<file path="src/rtl/i2c_code_boot.sv">
module i2c_code_boot #(
  parameter int CLK_HZ = 50_000_000,
  parameter int NBYTES = 256
)(
  input  logic                        clk,
  input  logic                        rst_n,
  input  logic                        host_mode,
  input  logic [1:0]                  spd_code,
  input  logic [1:0]                  dev_sel,
  input  logic                        sda_in,
  output logic                        scl_oe,
  output logic                        sda_oe,
  input  logic                        host_we,
  input  logic [7:0]                  host_data,
  output logic                        ram_we,
  output logic [$clog2(NBYTES)-1:0]   ram_addr,
  output logic [7:0]                  ram_wdata,
  output logic                        load_done,
  output logic                        load_err
);
  localparam int AW = $clog2(NBYTES);
  localparam int CW = $clog2(NBYTES + 1);
  localparam int Q0 = CLK_HZ / 3_200_000;
  localparam int QW = $clog2(Q0 * 8 + 1);
  localparam logic [4:0] DEV_HI = 5'b10100;

  typedef enum logic [2:0] {
    S_IDLE, S_START, S_RSTART, S_BIT, S_STOP, S_HOST, S_DONE, S_ERR
  } st_t;

  st_t            st;
  logic [1:0]     ph;
  logic [QW-1:0]  qcnt;
  logic [1:0]     spd_q, sel_q;
  logic [3:0]     bitn;
  logic [7:0]     sh;
  logic           rd, fail;
  logic [1:0]     stage;
  logic [CW-1:0]  cnt;
  logic           scl_lo, sda_lo, bitv, sda_d1;

  wire [QW-1:0] qlen = QW'(Q0) << spd_q;
  wire          tick = (qcnt == '0);
  wire          last = (cnt == CW'(NBYTES - 1));

  assign load_done = (st == S_DONE);
  assign load_err  = (st == S_ERR);

  always_comb begin
    if (bitn[3]) bitv = rd ? last : 1'b1;
    else         bitv = rd ? 1'b1 : sh[7];
    scl_lo = 1'b0;
    sda_lo = 1'b0;
    unique case (st)
      S_START:  begin scl_lo = 1'b0;        sda_lo = ph[1];        end
      S_RSTART: begin scl_lo = (ph == 2'd0); sda_lo = ph[1];       end
      S_BIT:    begin scl_lo = ~ph[1];      sda_lo = ~bitv;        end
      S_STOP:   begin scl_lo = ~ph[1];      sda_lo = (ph != 2'd3); end
      default:  begin scl_lo = 1'b0;        sda_lo = 1'b0;         end
    endcase
  end

  always_ff @(posedge clk or negedge rst_n) begin
    if (!rst_n) begin
      scl_oe <= 1'b0;
      sda_d1 <= 1'b0;
      sda_oe <= 1'b0;
    end else begin
      scl_oe <= scl_lo;
      sda_d1 <= sda_lo;
      sda_oe <= sda_d1;
    end
  end

  always_ff @(posedge clk or negedge rst_n) begin
    if (!rst_n) qcnt <= '0;
    else if (st == S_IDLE) qcnt <= (QW'(Q0) << spd_code) - 1'b1;
    else if (tick) qcnt <= qlen - 1'b1;
    else qcnt <= qcnt - 1'b1;
  end

  always_ff @(posedge clk or negedge rst_n) begin
    if (!rst_n) begin
      st <= S_IDLE; ph <= '0; spd_q <= '0; sel_q <= '0; bitn <= '0;
      sh <= '0; rd <= 1'b0; fail <= 1'b0; stage <= '0; cnt <= '0;
      ram_we <= 1'b0; ram_addr <= '0; ram_wdata <= '0;
    end else begin
      ram_we <= 1'b0;
      unique case (st)
        S_IDLE: begin
          spd_q <= spd_code;
          sel_q <= dev_sel;
          ph    <= '0;
          st    <= host_mode ? S_HOST : S_START;
        end
        S_HOST: if (host_we) begin
          ram_we    <= 1'b1;
          ram_addr  <= cnt[AW-1:0];
          ram_wdata <= host_data;
          cnt       <= cnt + 1'b1;
          if (last) st <= S_DONE;
        end
        S_DONE, S_ERR: ;
        default: if (tick) begin
          ph <= ph + 1'b1;
          if (st == S_BIT && ph == 2'd2) begin
            if (rd && !bitn[3]) sh <= {sh[6:0], sda_in};
            if (!rd && bitn[3]) fail <= sda_in;
          end
          if (ph == 2'd3) begin
            unique case (st)
              S_START: begin
                st <= S_BIT; bitn <= '0; rd <= 1'b0; stage <= 2'd0;
                sh <= {DEV_HI, sel_q, 1'b0};
              end
              S_RSTART: begin
                st <= S_BIT; bitn <= '0; stage <= 2'd3;
                sh <= {DEV_HI, sel_q, 1'b1};
              end
              S_STOP: st <= fail ? S_ERR : S_DONE;
              default: begin
                if (!bitn[3]) begin
                  bitn <= bitn + 1'b1;
                  if (!rd) sh <= {sh[6:0], 1'b0};
                end else begin
                  bitn <= '0;
                  if (rd) begin
                    ram_we    <= 1'b1;
                    ram_addr  <= cnt[AW-1:0];
                    ram_wdata <= sh;
                    cnt       <= cnt + 1'b1;
                    if (last) st <= S_STOP;
                  end else if (fail) begin
                    st <= S_STOP;
                  end else begin
                    unique case (stage)
                      2'd0: begin stage <= 2'd1; sh <= 8'h00; end
                      2'd1: begin stage <= 2'd2; sh <= 8'h00; end
                      2'd2: st <= S_RSTART;
                      default: rd <= 1'b1;
                    endcase
                  end
                end
              end
            endcase
          end
        end
      endcase
    end
  end
endmodule


</file>
<file path="config.mk">
export PLATFORM = sky130hd
export DESIGN_NAME = i2c_code_boot
export DESIGN_NICKNAME = d
export VERILOG_FILES = /design/src/rtl/i2c_code_boot.sv
export SDC_FILE = /design/constraint.sdc
export NUM_CORES = 1
export LEC_CHECK = 0
export ABC_CLOCK_PERIOD_IN_PS = 2300
export BUFFER_PORTS_ARGS = -buffer_cell sky130_fd_sc_hd__buf_2
export CAP_MARGIN = 40
export CORE_AREA = 2 2 79 111
export CTS_CLUSTER_SIZE = 20
export DETAILED_ROUTE_END_ITERATION = 8
export DIE_AREA = 0 0 81 113
export GPL_TIMING_DRIVEN = 0
export PLACE_DENSITY = 0.57
export SLEW_MARGIN = 30
export SYNTH_ARGS = -nofsm -noshare
export SYNTH_HDL_FRONTEND = slang
export SYNTH_SLANG_ARGS = --single-unit
</file>
<file path="constraint.sdc">
create_clock -name clk -period 2.3 [get_ports clk]
set_input_delay 0.575 -clock clk [delete_from_list [all_inputs] [get_ports clk]]
set_output_delay 0.575 -clock clk [all_outputs]
set_load 0.03 [all_outputs]
</file>
==> flow_summary_export.csv <==
group,metric,value,unit
outcome,run_status,"complete, no violations",
final_layout,final_core_util,0.489,
timing,timing.clock.skew,0.00390,ns
setup_path,worstReg2RegStart,"cnt[3]",
synth,synth_adder_area_share,0.0278,
setup_path,worstReg2RegEnd,"st[1]",
synth,dominantRegCellSynth,"sky130_fd_sc_hd__dfrtp_1",
setup_path,cp-startpoint,"st[0]",
clock_network,cts.clk_slew.worst_paths,0.05,ns
clock_network,root_buffer,"sky130_fd_sc_hd__clkbuf_16",
setup_path,crit_end,"load_done",
synth,synthesis.nets,335,
setup_path,timing.critical_path.from_type,"flop",
pwr,cell_internal_pwr,0.00249,W
floorplan,die_area,9150,µm²
pwr,sw_frac_of_total,0.296,
global_route,globalRouteOverflowTotal,0,
clock_network,h-tree-depth,3,
synth,async_reset_ff_frac,1.00,
timing,final_hold_slack,0.146,ns
synth,synth_mux_area_frac,0.0749,
setup_path,timing.reg2reg.setup_slack,0.09,ns
global_route,grt_pass1_vias,2608,
synth,synthesis.instances,311,
clock_network,cts_tree,"yes",
timing,worst_slew_margin_rel,0.662,
routing,vias_per_cell,5.51,
synth,synth-edff-count,0,
timing,final.period_utilization,0.966,
pwr,seqPwrFrac,0.405,
pwr,maximum_vdd_drop,0.760,mV
floorplan,floorplan.rows,39,
setup_path,max_fo_critical_path,10,
timing,setup_repair_after_global_routing_missed_its_margin,"yes",
synth,synth_top_family_by_area,"compound AO/OA/AOI/OAI gates",
setup_path,worstSetupPathType,"flop to primary output",
floorplan,core_region_area,8100,µm²
routing,route.detailed.drc,0,
routing,detailroute.via_count,2616,
synth,synth_cell_types,61,
synth,yosys-top-cells-count,"sky130_fd_sc_hd__dfrtp_1 (61), sky130_fd_sc_hd__nand2_1 (29), sky130_fd_sc_hd__nor2_1 (29)",
clock_network,total_clock_buffers_created_by_cts,9,
pwr,power.share.clock,0.378,
clock_network,cts.path.max_buffers,2,
global_route,grt_first_pass_wirelength,12.5,mm
pwr,comb_power_share,0.217,
setup_path,reg2regPathDepth,9,
clock_network,clk-insertion-delay-late,0.33,ns
pwr,total_leakage_power,1.68,nW
placed_design,io_buffer_count,37,
routing,number_of_routed_nets_with_antenna_violations,0,
setup_path,worst-endpoint-required,1.73,ns
synth,cells_taking_the_most_area_after_synthesis,"sky130_fd_sc_hd__dfrtp_1 (48%), sky130_fd_sc_hd__mux2_2 (4.6%), sky130_fd_sc_hd__a21oi_1 (3.6%)",
synth,synth_simple_gate_area_share,0.172,
synth,synth_seq_cells,61,
timing,timing.final.crit_period,2.22,ns
final_layout,antenna_cells_inserted,0,
pwr,power_per_cell_area,893,nW/µm²
final_layout,drive_above_1_share,0.311,
synth,synth-warning-count,0,
pwr,switchingPower,0.00105,W
placed_design,place.detailed.hpwl,5.15,mm
synth,postSynthAreaPerCell,10.1,µm²
timing,total_count_of_max_transition_violations_in_the_final_report,0,
global_route,groute.usage.overall,0.178,
floorplan,initial_utilization,0.390,
timing,achievable-frequency,0.450,GHz
synth,syn-cell-area,3160,µm²
timing,hold_viol_final,0,
job,cap_violations,0,
routing,drtPass1Iterations,4,
global_route,grt_antenna_before_repair,0,
synth,synth-xor-area-share,0.0333,
synth,synth.largest_area_cell,"sky130_fd_sc_hd__dfrtp_1",
final_layout,fillerInstances,793,
global_route,grt_start_max_net_pins,39,
routing,finalWirelength,7.47,mm
routing,drt_iter0_drc,135,
synth,sequential_element_share_of_the_synthesized_area,0.484,
timing,tightestPinTransition,0.500,ns
setup_path,worstSetupEndpointType,"primary output",
placed_design,globalplace.congestion,0.860,
setup_path,worst_ep_arrival_time,1.65,ns
final_layout,finish.net_count,392,
synth,synth-compound-area-share,0.172,
clock_network,clock_sinks,61,
final_layout,areaGrowthSynthToFinish,25.4,%
min_path,min-delay-path-class,"input port to asynchronous set/reset pin",
floorplan,die_y,113,µm
floorplan,ioPinCount,38,
floorplan,dieWidth,81,µm
synth,yosysTopAreaCellShare,0.484,
routing,wire_per_inst,15.7,µm
synth,leading_cell_type_by_number_of_instances_after_synthesis,"sky130_fd_sc_hd__dfrtp_1",
timing,final-setup-viol-count,0,
state kept, by name (all words and copies together) (netlist names):
name / flops
cnt: 9
ram_addr: 8
ram_wdata: 8
sh: 8
qcnt: 7
bitn: 4
st: 3
ph: 2
sel_q: 2
spd_q: 2
stage: 2
fail: 1
ram_we: 1
rd: 1
scl_oe: 1
sda_d1: 1
sda_oe: 1
kinds of logic after synthesis:
logic type | after synthesis
multiplexers | 22
AND/OR/NAND/NOR | 104
buffers and inverters | 26
AO/OA/AOI/OAI | 79
flip-flops | 61
adder cells (fa/ha/maj) | 7
XOR/XNOR | 12
how the worst min path moves through the flow:
stage | end | slack, ns
finish | stage[1] | 0.15
global placement | sda_oe | 0.33
global route | stage[1] | 0.16
detailed placement | sda_oe | 0.35
CTS | stage[1] | 0.15
floorplan | bitn[0] | 0.28
metrics by stage:
step                      TNS [ns]  total power [W]  instance area [µm²]  instances  setup WS (ns)
after global placement       -1.30          0.00212                 3470        450         -0.370
final                            0          0.00353                 3960        475         0.0790
after detailed placement    -0.939          0.00213                 3490        451         -0.346
after floorplan                  0          0.00192                 3160        311         0.0855
after CTS                  -0.0380          0.00352                 3850        471        -0.0380
after global routing       -0.0445          0.00371                 3960        475        -0.0432
power by group through the flow:
stage	clock [W]	sequential [W]	combinational, W
6_report	0.00134	0.00143	0.000767
5_1_grt	0.00141	0.00146	0.000840
4_1_cts	0.00137	0.00143	0.000719
3_5_place_dp	0	0.00146	0.000678
3_3_place_gp	0	0.00146	0.000658
2_1_floorplan	0	0.00157	0.000358
worst max-delay path, cell delays in order (launching register included):
cell	delay (ns)
sky130_fd_sc_hd__dfrtp_1	0.37
sky130_fd_sc_hd__buf_6	0.15
sky130_fd_sc_hd__clkbuf_2	0.20
sky130_fd_sc_hd__buf_2	0.22
sky130_fd_sc_hd__nor3_2	0.19
sky130_fd_sc_hd__buf_4	0.19
per-layer routing:
layer | global-route usage | vias up | wire (µm)
li1 | - | 1254 | -
met1 | 0.229 | 1294 | 3420
met2 | 0.278 | 57 | 3630
met3 | 0.0478 | 11 | 269
met4 | 0.0825 | 0 | 151
met5 | 0 | - | 0
cell type report:
cell class | count | area (µm²) | area share
sequential | 61 | 1530 | 0.387
clock inverter | 4 | 47.5 | 0.0120
inverter | 10 | 41.3 | 0.0104
timing repair buffer | 46 | 270 | 0.0683
multi-input combinational | 224 | 1600 | 0.403
tap | 102 | 128 | 0.0322
buffer | 16 | 96.3 | 0.0243
clock buffer | 12 | 246 | 0.0623
repair_timing:
item	CTS	global route
setup endpoints to repair	22	12
pin swaps	0	4
setup buffers	4	4
gates cloned	0	0
hold buffers	0	0
gates resized for setup	12	27
cell usage in the layout, fill, tap and decap left out, types with 4 or more instances in the layout:
cell type / count
sky130_fd_sc_hd__a21oi_1: 22
sky130_fd_sc_hd__a22o_1: 4
sky130_fd_sc_hd__buf_2: 41
sky130_fd_sc_hd__buf_4: 10
sky130_fd_sc_hd__clkbuf_1: 5
sky130_fd_sc_hd__clkbuf_16: 9
sky130_fd_sc_hd__dfrtp_1: 57
sky130_fd_sc_hd__dfrtp_2: 4
sky130_fd_sc_hd__ha_1: 4
sky130_fd_sc_hd__inv_1: 9
sky130_fd_sc_hd__mux2_2: 12
sky130_fd_sc_hd__mux2i_1: 9
sky130_fd_sc_hd__nand2_1: 28
sky130_fd_sc_hd__nand2b_1: 4
sky130_fd_sc_hd__nand4_1: 7
sky130_fd_sc_hd__nor2_1: 28
sky130_fd_sc_hd__nor3_1: 4
sky130_fd_sc_hd__nor3_2: 4
sky130_fd_sc_hd__o21ai_0: 9
sky130_fd_sc_hd__o21ai_1: 4
sky130_fd_sc_hd__o2bb2ai_1: 5
sky130_fd_sc_hd__o31ai_1: 4
sky130_fd_sc_hd__xnor2_1: 9
Power figures use the tool's default switching activity.
